### src/rtl/busspi_pkg.sv
// Shared constants and types for the bus SPI port.
// Assumes an 8-bit bus and exactly four device selects; bit positions
// in the control byte are fixed because software decodes them.
package busspi_pkg;
    localparam int DATA_W     = 8;
    localparam int NUM_CS     = 4;
    localparam int SCL_WR_BIT = 4;
    localparam int SDA_WR_BIT = 5;
    localparam int SCL_RD_BIT = 6;
    localparam int SDA_RD_BIT = 7;

    typedef enum logic [1:0] {
        PORT_NONE = 2'd0,
        PORT_DATA = 2'd1,
        PORT_CTRL = 2'd2
    } port_sel_t;
endpackage

### src/rtl/busspi_bus_if.sv
// Bus front end: samples the parallel bus on clk, decodes the two ports,
// produces write strobes at the close of select and a control-read strobe
// at its opening, and drives read data held for the whole select.
// Assumes bus inputs are synchronous to clk and select lasts >= 2 clocks.
module busspi_bus_if import busspi_pkg::*; #(
    parameter int ADDR_W    = 4,
    parameter int BASE_ADDR = 6
) (
    input  logic              clk,
    input  logic              rst_n,
    input  logic [ADDR_W-1:0] bus_addr,
    input  logic              bus_wr_n,
    input  logic              bus_sel_n,
    input  logic [DATA_W-1:0] bus_din,
    input  logic [DATA_W-1:0] data_rd_val,
    input  logic [DATA_W-1:0] ctrl_rd_val,
    output logic [DATA_W-1:0] bus_dout,
    output logic              bus_doe,
    output logic              data_wr_stb,
    output logic              ctrl_wr_stb,
    output logic              ctrl_rd_stb,
    output logic [DATA_W-1:0] wr_val
);
    localparam logic [ADDR_W-1:0] DATA_PORT = ADDR_W'(BASE_ADDR);
    localparam logic [ADDR_W-1:0] CTRL_PORT = ADDR_W'(BASE_ADDR + 1);

    logic              sel_q;
    logic              wr_n_q;
    logic [ADDR_W-1:0] addr_q;
    logic [DATA_W-1:0] din_q;
    logic [DATA_W-1:0] hold_q;
    logic              sel_open;
    logic              sel_close;
    logic              rd_hit;
    port_sel_t         live_port;
    port_sel_t         past_port;
    logic [DATA_W-1:0] live_val;

    function automatic port_sel_t decode(input logic [ADDR_W-1:0] a);
        if (a == DATA_PORT) return PORT_DATA;
        if (a == CTRL_PORT) return PORT_CTRL;
        return PORT_NONE;
    endfunction

    // Decode the present and previous-cycle address and pick the read source.
    always_comb begin
        live_port = decode(bus_addr);
        past_port = decode(addr_q);
        live_val  = (live_port == PORT_CTRL) ? ctrl_rd_val : data_rd_val;
        sel_open  = !bus_sel_n && sel_q;
        sel_close = bus_sel_n && !sel_q;
        rd_hit    = !bus_sel_n && bus_wr_n && (live_port != PORT_NONE);
    end

    // Remember last cycle's bus inputs and capture read data at select opening.
    always_ff @(posedge clk) begin
        if (!rst_n) begin
            sel_q  <= 1'b1;
            wr_n_q <= 1'b1;
            addr_q <= '0;
            din_q  <= '0;
            hold_q <= '0;
        end else begin
            sel_q  <= bus_sel_n;
            wr_n_q <= bus_wr_n;
            addr_q <= bus_addr;
            din_q  <= bus_din;
            if (sel_open) hold_q <= live_val;
        end
    end

    // Form strobes and the read path.
    always_comb begin
        data_wr_stb = sel_close && !wr_n_q && (past_port == PORT_DATA);
        ctrl_wr_stb = sel_close && !wr_n_q && (past_port == PORT_CTRL);
        ctrl_rd_stb = sel_open && bus_wr_n && (live_port == PORT_CTRL);
        wr_val      = din_q;
        bus_doe     = rd_hit;
        bus_dout    = rd_hit ? (sel_open ? live_val : hold_q) : '0;
    end


    read_hold_chk: assert property (@(posedge clk) disable iff (!rst_n)
        (bus_doe && $past(bus_doe) && $stable(bus_addr)) |-> $stable(bus_dout));


    trig_once_chk: assert property (@(posedge clk) disable iff (!rst_n)
        ctrl_rd_stb |=> !ctrl_rd_stb);
endmodule

### src/rtl/busspi_ctrl_reg.sv
// Control register: holds the device selects and the two open-drain line
// states, and assembles the control read-back byte from the live pins.
// Assumes scl_pin and sda_pin are already synchronised to clk.
module busspi_ctrl_reg import busspi_pkg::*; (
    input  logic              clk,
    input  logic              rst_n,
    input  logic              wr_stb,
    input  logic [5:0]        wr_val,
    input  logic              scl_pin,
    input  logic              sda_pin,
    output logic [NUM_CS-1:0] cs_n,
    output logic              scl_pull_low,
    output logic              sda_pull_low,
    output logic [DATA_W-1:0] rd_val
);
    logic [NUM_CS-1:0] cs_q;
    logic              scl_q;
    logic              sda_q;

    // Load selects and line states on a control write; release all on reset.
    always_ff @(posedge clk) begin
        if (!rst_n) begin
            cs_q  <= '1;
            scl_q <= 1'b1;
            sda_q <= 1'b1;
        end else if (wr_stb) begin
            cs_q  <= wr_val[NUM_CS-1:0];
            scl_q <= wr_val[SCL_WR_BIT];
            sda_q <= wr_val[SDA_WR_BIT];
        end
    end

    // Open-drain drive and read-back assembly.
    always_comb begin
        cs_n                = cs_q;
        scl_pull_low        = !scl_q;
        sda_pull_low        = !sda_q;
        rd_val              = '0;
        rd_val[NUM_CS-1:0]  = cs_q;
        rd_val[SCL_RD_BIT]  = scl_pin;
        rd_val[SDA_RD_BIT]  = sda_pin;
    end


    cs_hold_chk: assert property (@(posedge clk) disable iff (!rst_n)
        !$past(wr_stb) |-> ($stable(cs_n) && $stable(scl_pull_low) && $stable(sda_pull_low)));
endmodule

### src/rtl/busspi_shift.sv
// SPI mode-0 shift engine: on start, clocks out 8 bits MSB first with SCK
// toggling every DIV_HALF clocks, samples MISO on each SCK rise and shifts
// it in on the following fall. Loads and starts are ignored while busy.
module busspi_shift import busspi_pkg::*; #(
    parameter int DIV_HALF = 2
) (
    input  logic              clk,
    input  logic              rst_n,
    input  logic              start,
    input  logic              load,
    input  logic [DATA_W-1:0] load_val,
    input  logic              miso,
    output logic              sck,
    output logic              mosi,
    output logic [DATA_W-1:0] shreg
);
    localparam int CNT_W   = (DIV_HALF > 1) ? $clog2(DIV_HALF) : 1;
    localparam int BIT_W   = $clog2(DATA_W);
    localparam int RUN_CYC = 2 * DATA_W * DIV_HALF;
    localparam logic [CNT_W-1:0] HALF_LAST = CNT_W'(DIV_HALF - 1);
    localparam logic [BIT_W-1:0] BIT_LAST  = BIT_W'(DATA_W - 1);

    logic              busy;
    logic [CNT_W-1:0]  half_cnt;
    logic [BIT_W-1:0]  bit_cnt;
    logic              rx_bit;
    logic [DATA_W-1:0] sr;
    logic [31:0]       run_len;

    // Sequence one transfer: divide, toggle SCK, sample on rise, shift on fall.
    always_ff @(posedge clk) begin
        if (!rst_n) begin
            busy     <= 1'b0;
            half_cnt <= '0;
            bit_cnt  <= '0;
            sck      <= 1'b0;
            rx_bit   <= 1'b0;
            sr       <= '0;
        end else if (!busy) begin
            if (start) begin
                busy     <= 1'b1;
                half_cnt <= '0;
                bit_cnt  <= '0;
                sck      <= 1'b0;
            end else if (load) begin
                sr <= load_val;
            end
        end else if (half_cnt == HALF_LAST) begin
            half_cnt <= '0;
            sck      <= !sck;
            if (!sck) begin
                rx_bit <= miso;
            end else begin
                sr      <= {sr[DATA_W-2:0], rx_bit};
                bit_cnt <= bit_cnt + 1'b1;
                if (bit_cnt == BIT_LAST) busy <= 1'b0;
            end
        end else begin
            half_cnt <= half_cnt + 1'b1;
        end
    end

    // Checker-only length counter for the busy window.
    always_ff @(posedge clk) begin
        if (!rst_n || !busy) run_len <= '0;
        else                 run_len <= run_len + 1'b1;
    end

    assign mosi  = sr[DATA_W-1];
    assign shreg = sr;


    idle_sck_chk: assert property (@(posedge clk) disable iff (!rst_n)
        !busy |-> !sck);


    run_len_chk: assert property (@(posedge clk) disable iff (!rst_n)
        $fell(busy) |-> (run_len == 32'(RUN_CYC)));


    mosi_steady_chk: assert property (@(posedge clk) disable iff (!rst_n)
        (sck && $past(sck)) |-> $stable(mosi));
endmodule

### src/rtl/busspi_port.sv
// Top of the bus SPI port: data register at BASE_ADDR, control byte at
// BASE_ADDR+1. A control read starts an exchange; a control write sets the
// device selects and the open-drain I2C lines.
// Assumes bus inputs and the I2C pin levels are synchronous to clk.
module busspi_port import busspi_pkg::*; #(
    parameter int ADDR_W    = 4,
    parameter int BASE_ADDR = 6,
    parameter int DIV_HALF  = 2
) (
    input  logic              clk,
    input  logic              rst_n,
    input  logic [ADDR_W-1:0] bus_addr,
    input  logic              bus_wr_n,
    input  logic              bus_sel_n,
    input  logic [DATA_W-1:0] bus_din,
    output logic [DATA_W-1:0] bus_dout,
    output logic              bus_doe,
    output logic              spi_sck,
    output logic              spi_mosi,
    input  logic              spi_miso,
    output logic [NUM_CS-1:0] spi_cs_n,
    output logic              scl_pull_low,
    input  logic              scl_pin,
    output logic              sda_pull_low,
    input  logic              sda_pin
);
    logic              data_wr_stb;
    logic              ctrl_wr_stb;
    logic              ctrl_rd_stb;
    logic [DATA_W-1:0] wr_val;
    logic [DATA_W-1:0] shreg;
    logic [DATA_W-1:0] ctrl_rd_val;

    busspi_bus_if #(
        .ADDR_W    (ADDR_W),
        .BASE_ADDR (BASE_ADDR)
    ) u_bus (
        .clk         (clk),
        .rst_n       (rst_n),
        .bus_addr    (bus_addr),
        .bus_wr_n    (bus_wr_n),
        .bus_sel_n   (bus_sel_n),
        .bus_din     (bus_din),
        .data_rd_val (shreg),
        .ctrl_rd_val (ctrl_rd_val),
        .bus_dout    (bus_dout),
        .bus_doe     (bus_doe),
        .data_wr_stb (data_wr_stb),
        .ctrl_wr_stb (ctrl_wr_stb),
        .ctrl_rd_stb (ctrl_rd_stb),
        .wr_val      (wr_val)
    );

    busspi_ctrl_reg u_ctrl (
        .clk          (clk),
        .rst_n        (rst_n),
        .wr_stb       (ctrl_wr_stb),
        .wr_val       (wr_val[5:0]),
        .scl_pin      (scl_pin),
        .sda_pin      (sda_pin),
        .cs_n         (spi_cs_n),
        .scl_pull_low (scl_pull_low),
        .sda_pull_low (sda_pull_low),
        .rd_val       (ctrl_rd_val)
    );

    busspi_shift #(
        .DIV_HALF (DIV_HALF)
    ) u_shift (
        .clk      (clk),
        .rst_n    (rst_n),
        .start    (ctrl_rd_stb),
        .load     (data_wr_stb),
        .load_val (wr_val),
        .miso     (spi_miso),
        .sck      (spi_sck),
        .mosi     (spi_mosi),
        .shreg    (shreg)
    );
endmodule

### config.mk
export PLATFORM = sky130hd
export DESIGN_NAME = busspi_port
export DESIGN_NICKNAME = d
export VERILOG_FILES = /design/src/rtl/busspi_pkg.sv /design/src/rtl/busspi_bus_if.sv /design/src/rtl/busspi_ctrl_reg.sv /design/src/rtl/busspi_shift.sv /design/src/rtl/busspi_port.sv
export SDC_FILE = /design/constraint.sdc
export NUM_CORES = 1
export LEC_CHECK = 0
export BUFFER_PORTS_ARGS = -buffer_cell sky130_fd_sc_hd__buf_4
export CAP_MARGIN = 20
export CORE_AREA = 2 2 66 68
export DETAILED_ROUTE_END_ITERATION = 16
export DIE_AREA = 0 0 68 70
export GPL_ROUTABILITY_DRIVEN = 0
export MAX_ROUTING_LAYER = met4
export PLACE_DENSITY = 0.84
export SYNTH_ARGS = -nofsm -noshare
export SYNTH_HDL_FRONTEND = slang
export SYNTH_HIERARCHICAL = 1
export SYNTH_SLANG_ARGS = --single-unit
export TNS_END_PERCENT = 10
### constraint.sdc
create_clock -name clk -period 1.8 [get_ports clk]
set_input_delay 0.36 -clock clk [delete_from_list [all_inputs] [get_ports clk]]
set_output_delay 0.36 -clock clk [all_outputs]
set_load 0.01 [all_outputs]
==> impl_metrics.toml, run 1 <==
[logic_synthesis]
synth_top_cell_area_share = 0.453
synthesis.area_um2 = 1900
synth.distinct_cells = 34
ys_ff_latch = 43
syn_inst = 195
synth_seq_area_share = 0.453
yosysTopAreaCell = "dfxtp_1"
avgSynthCellArea_um2 = 9.74
yosys_warnings = 6
synthTopCellsByArea = "dfxtp_1 (45%), mux2i_1 (11%), o21ai_0 (4.7%)"

[clock_tree]
clk_pin_slew_ns = 0.09
hold_buffers = 0
clkSinkCount = 43
cts-htree-levels = 2
cts_root_buffer = "clkbuf_8"
cts_buffer_depth = 2
clock_latency_ns = 0.31
tritoncts = "yes"
numCtsBuffers = 5

[floorplan]
core.rowCount = 24
start_util = 0.458
dieArea_um2 = 4760
io_pins = 36
die_h_um = 70
core_area_um2 = 4140
die_x_um = 68

[critical_path]
r2r_slack_ns = 0.03
cp.arrival_ns = 1.52
regToRegEndpoint = "u_shift/shreg[6]"
r2r.worst_path.cells = 6
slowest_stage = "dfxtp_2"
path_depth = 5
r2r-start = "u_bus/sel_q"
cp_slowest_stage_delay_ns = 0.33
crit_required_ns = 1.44
crit_end = "bus_dout[1]"
path_delay_family = "buffers and inverters"
cp.buffers_inverters = 2
end_kind = "primary output"
cp_max_fo = 7
crit_start = "u_bus/sel_q"
worstSetupPathType = "reg -> out"
path_cells = "nor2b_4 -> buf_12 -> nor2_1 -> a211oi_2 -> buf_4"
start_kind = "flip-flop"

[sta]
fmax_mhz = 531
finalSetupViolCount = 6
grt_setup_unrepaired = "yes"
hold_viol_final = 0
setup_slack_ns = -0.0846
skew_ns = 0.0107
report.final.slew_viol_count = 0
finalCriticalPeriod_ns = 1.88
fin_hold_ws_ns = 0.252
period_share = 1.05
fin_setup_tns_ns = -0.149

[route]
route.vias.total = 1558
wl_um = 4680
wire_per_inst_um = 16.4
dr.pass1.iters = 5
drc = 0
ant_nets = 0
viasPerCell = 5.47
drtIter0Drc = 67

[global_routing]
track_usage = 0.184
grt_max_degree = 44
grt_pass1_wl_um = 6390
first_global_vias = 1430
antenna_found_initial = 0
overflow = 0

[outcome]
violations = "negative setup slack"
status = "complete, but fails checks"

[cells_and_area]
layout-drive-gt1-share = 0.348
register_area_um2 = 862
nets = 253
layout_common_cells = "buf_4 (44), dfxtp_1 (42), o21ai_0 (18)"
nFillCells = 351
antenna_cells = 0
syn_to_final_growth_pct = 31.9
final_common_cell = "buf_4"
fin_area_um2 = 2510
multi_input_area_um2 = 1020

[min_path]
min_path_type = "in -> reg"

[placed_design]
port_buffers = 35
dpl.hpwl_um = 2560
placed_area_um2 = 2180

[job]
drv_cap = 0

[power_and_ir_drop]
switching_share = 0.243
total_leakage_power_nw = 1.09
p_seq_frac = 0.556
powerDensity_nw_per_um2 = 715
power_w = 0.00179
peakVddDrop_mv = 0.455
clockPowerShare = 0.339
p_sw_w = 0.000435
comb_power_share = 0.105
intPower_w = 0.00136
layout make-up:
cell class	instances	area share
tap	52	0.0260
clock inverter	1	0.00200
clock buffer	7	0.0305
sequential	43	0.344
multi-input combinational	127	0.407
inverter	4	0.00599
timing repair buffer	51	0.184
flip-flops by register name (all words and copies together), names as in the netlist:
signal and count:
u_bus/hold_q 8, u_bus/wr_val 8, u_shift/shreg 8, u_bus/addr_q 4, u_ctrl/cs_n 4, u_shift/bit_cnt 3, u_bus/sel_q 1, u_bus/wr_n_q 1
u_ctrl/scl_q 1, u_ctrl/sda_q 1, u_shift/busy 1, u_shift/half_cnt 1, u_shift/rx_bit 1, u_shift/sck 1
cell families after synthesis:
logic type	Yosys count	share of synthesized area
AND/OR/NAND/NOR	52	0.161
AO/OA/AOI/OAI	50	0.171
flip-flops	43	0.453
buffers and inverters	26	0.0889
multiplexers	21	0.111
adder cells (fa/ha/maj)	2	0.0132
other	1	0.00197
power groups by stage:
stage          sequential (W)  combinational (W)  clock, W
2_1_floorplan         0.00101          0.0000774         0
3_3_place_gp          0.00101           0.000125         0
3_5_place_dp          0.00102           0.000129         0
4_1_cts              0.000993           0.000147  0.000609
5_1_grt              0.000999           0.000202  0.000656
6_report             0.000996           0.000189  0.000607
per-layer routing:
metal | track usage | share of wire
met1 | 0.220 | 0.40
met2 | 0.274 | 0.52
met3 | 0.0596 | 0.047
met4 | 0.0933 | 0.030
met5 | - | 0
synth_stat cells:
cell type  instances
a211oi_1           8
a21boi_0           1
a21boi_1           2
a21oi_1           10
and2_1            11
and2_2             1
and3_1             2
and3_4             1
and4b_1            1
buf_2              3
buf_4             10
buf_6              4
clkbuf_1           5
conb_1             1
dfxtp_1           43
ha_1               2
inv_1              4
mux2i_1           21
nand2_1            8
nand2b_1           3
nand3_1            3
nand3b_1           1
nand4_1            1
nand4bb_1          1
nor2_1            11
nor2b_1            4
nor3b_4            1
nor4_1             1
nor4b_1            1
o211a_1            8
o211ai_1           2
o21a_1             1
o21ai_0           18
or2_1              1
what timing repair did:
action,4_1_cts,5_1_grt
gates cloned,1,1
endpoints found under the setup margin,8,8
pin swaps,1,9
setup buffers,1,2
gates resized for setup,3,30
through the flow:
stage               std cells   util  setup slack (ns)
floorplan                 196      -            0.0158
global placement          272  0.526           -0.0245
detailed placement        272  0.526           -0.0313
CTS                       282  0.559           -0.0197
global route              285  0.605            -0.147
finish                    285  0.605           -0.0846
worst min-delay path by stage:
stage                       startpoint                  to  slack, ns  depth (start not counted)
floorplan                        rst_n      u_ctrl/cs_n[0]       0.42                          1
global placement    u_shift/bit_cnt[1]  u_shift/bit_cnt[1]       0.46                          2
detailed placement     u_bus/wr_val[4]        u_ctrl/scl_q       0.47                          2
CTS                         bus_din[1]     u_bus/wr_val[1]       0.25                          2
global route                bus_din[3]     u_bus/wr_val[3]       0.26                          2
finish                        bus_wr_n        u_bus/wr_n_q       0.25                          2
No activity file was read; power rests on OpenSTA's default activity.
==> run 2, diff against run 1 <==
--- a/config.mk
+++ b/config.mk
@@ -5,14 +5,15 @@
 export SDC_FILE = /design/constraint.sdc
 export NUM_CORES = 1
 export LEC_CHECK = 0
+export ABC_AREA = 1
 export BUFFER_PORTS_ARGS = -buffer_cell sky130_fd_sc_hd__buf_4
 export CAP_MARGIN = 20
-export CORE_AREA = 2 2 66 68
+export CORE_AREA = 2 2 67 69
 export DETAILED_ROUTE_END_ITERATION = 16
-export DIE_AREA = 0 0 68 70
+export DIE_AREA = 0 0 69 71
 export GPL_ROUTABILITY_DRIVEN = 0
 export MAX_ROUTING_LAYER = met4
-export PLACE_DENSITY = 0.84
+export PLACE_DENSITY = 0.72
 export SYNTH_ARGS = -nofsm -noshare
 export SYNTH_HDL_FRONTEND = slang
 export SYNTH_HIERARCHICAL = 1
==> run 2 against run 1 <==
The run now ends clean. Hold slack lost 0.0088 ns. Largest power group unchanged. Highest routed layer unchanged. Routed wire length shrank 15%. Setup slack gained 0.12 ns. Synthesized cell count grew 42%.
==> impl_metrics.toml, run 2 <==
[global_routing]
overflow = 0
grt_pass1_wl_um = 6960
first_global_vias = 1607
grt_max_degree = 35
antenna_found_initial = 0
track_usage = 0.182

[clock_tree]
tritoncts = "yes"
cts_root_buffer = "clkbuf_8"
hold_buffers = 0
clk_pin_slew_ns = 0.08
cts-htree-levels = 2
clock_latency_ns = 0.30
clkSinkCount = 43
cts_buffer_depth = 2
numCtsBuffers = 5

[floorplan]
die_h_um = 71
core.rowCount = 24
start_util = 0.468
core_area_um2 = 4200
dieArea_um2 = 4900
io_pins = 36
die_x_um = 69

[cells_and_area]
antenna_cells = 0
syn_to_final_growth_pct = 21.2
layout_common_cells = "nand2_1 (74), buf_4 (42), dfxtp_1 (42)"
nets = 332
nFillCells = 413
final_common_cell = "nand2_1"
fin_cells = 364
layout-drive-gt1-share = 0.244

[logic_synthesis]
yosysTopAreaCell = "dfxtp_1"
yosys_warnings = 6
synth.distinct_cells = 28
synth_ff_type = "dfxtp_1"
ys_async_sr_fraction = 0
synth_edf_count = 0
synthesis.area_um2 = 1970
synth_seq_area_share = 0.437
synth_most_common_cell = "nand2_1"
avgSynthCellArea_um2 = 7.13
synthTopCellsByArea = "dfxtp_1 (44%), nand2_1 (15%), nand3_1 (8.6%)"
synth_top_cell_area_share = 0.437
ys_ff_latch = 43
synthTopCellsByCount = "nand2_1 (80), dfxtp_1 (43), nand3_1 (34), inv_1 (30), nor2_1 (30)"
syn_inst = 276

[sta]
skew_ns = 0.00703
hold_viol_final = 0
finalSetupViolCount = 0
period_share = 0.979
setup_slack_ns = 0.0371
fmax_mhz = 567
report.final.slew_viol_count = 0
finalCriticalPeriod_ns = 1.76
grt_setup_unrepaired = "yes"

[power_and_ir_drop]
p_sw_w = 0.000416
intPower_w = 0.00141
total_leakage_power_nw = 1.26
clockPowerShare = 0.363
p_seq_frac = 0.542
powerDensity_nw_per_um2 = 766
peakVddDrop_mv = 0.450
switching_share = 0.228
comb_power_share = 0.095

[outcome]
status = "finished, final reports clean"

[placed_design]
dp_worst_setup_slack_ns = 0.118
dpl.hpwl_um = 2860
dp_cells = 353
port_buffers = 35

[route]
drtIter0Drc = 91
drc = 0
route.vias.total = 1732
viasPerCell = 4.76
dr.pass1.iters = 4
wire_per_inst_um = 11.0
wl_um = 3990
ant_nets = 0

[critical_path]
worstSetupPathType = "reg -> out"
cp.arrival_ns = 1.40
start_kind = "flip-flop"
crit_required_ns = 1.44
end_kind = "primary output"
cp_max_fo = 15

[job]
drv_cap = 0

[min_path]
min_path_type = "in -> reg"
## run 2: layout make-up
cell class	instances	area, um^2	area share
multi-input combinational	184	888	0.373
sequential	43	862	0.361
timing repair buffer	43	335	0.141
inverter	34	134	0.0561
clock buffer	8	100	0.0420
tap	52	65.1	0.0273
## run 2: metal layers
layer / vias up / share of wire / track usage
met4: 0 / 0.020 / 0.0850
met2: 32 / 0.49 / 0.298
met5: - / 0 / -
met1: 783 / 0.45 / 0.217
li1: 909 / - / -
met3: 8 / 0.040 / 0.0356
## run 2: what timing repair did
item,in CTS,in global routing
setup endpoints to repair,3,8
buffers inserted,3,0
pin swaps,1,7
resized for setup,1,11
## run 2: per-stage QoR
step | TNS (ns) | power (W) | instance area, um^2 | utilization | hold WS, ns
floorplan | 0 | 0.00111 | 1970 | - | 0.429
global placement | 0 | 0.00116 | 2220 | 0.529 | 0.441
detailed placement | 0 | 0.00117 | 2220 | 0.529 | 0.454
CTS | 0 | 0.00184 | 2360 | 0.561 | 0.239
global route | -0.0489 | 0.00190 | 2380 | 0.567 | 0.243
finish | 0 | 0.00183 | 2380 | 0.567 | 0.243
## run 2: cell families after synthesis
kind of cell	after synthesis	synth area share
compound gates	17	0.0445
fa+ha+maj	2	0.0127
buf+inv	50	0.126
flops	43	0.437
other cells	1	0.00191
simple gates	163	0.378
## run 2: worst paths after layout
| check | to | slack (ns) | startpoint | cells after the start |
|---|---|---|---|---|
| hold / removal | u_bus/wr_val[6] | 0.24 | bus_din[6] | 3 |
| hold reg to reg | u_ctrl/scl_q | 0.46 | u_ctrl/scl_q | 2 |
| setup / recovery | bus_dout[0] | 0.04 | u_bus/sel_q | 7 |
| setup reg to reg | u_shift/shreg[0] | 0.24 | u_bus/sel_q | 9 |
## run 2: critical path: stages, from the launching register on
cell     delay [ns]
dfxtp_2        0.33
inv_2          0.07
nor2_4         0.04
buf_12         0.13
or2_2          0.28
nand2_2        0.07
nor2_1         0.04
buf_4          0.14
## run 2: power groups by stage
stage / combinational (W) / sequential, W / clock [W]
final: 0.000174 / 0.000990 / 0.000663
after global routing: 0.000194 / 0.000992 / 0.000712
after CTS: 0.000165 / 0.000989 / 0.000682
after detailed placement: 0.000154 / 0.00101 / 0
after global placement: 0.000151 / 0.00101 / 0
after floorplan: 0.000100 / 0.00101 / 0
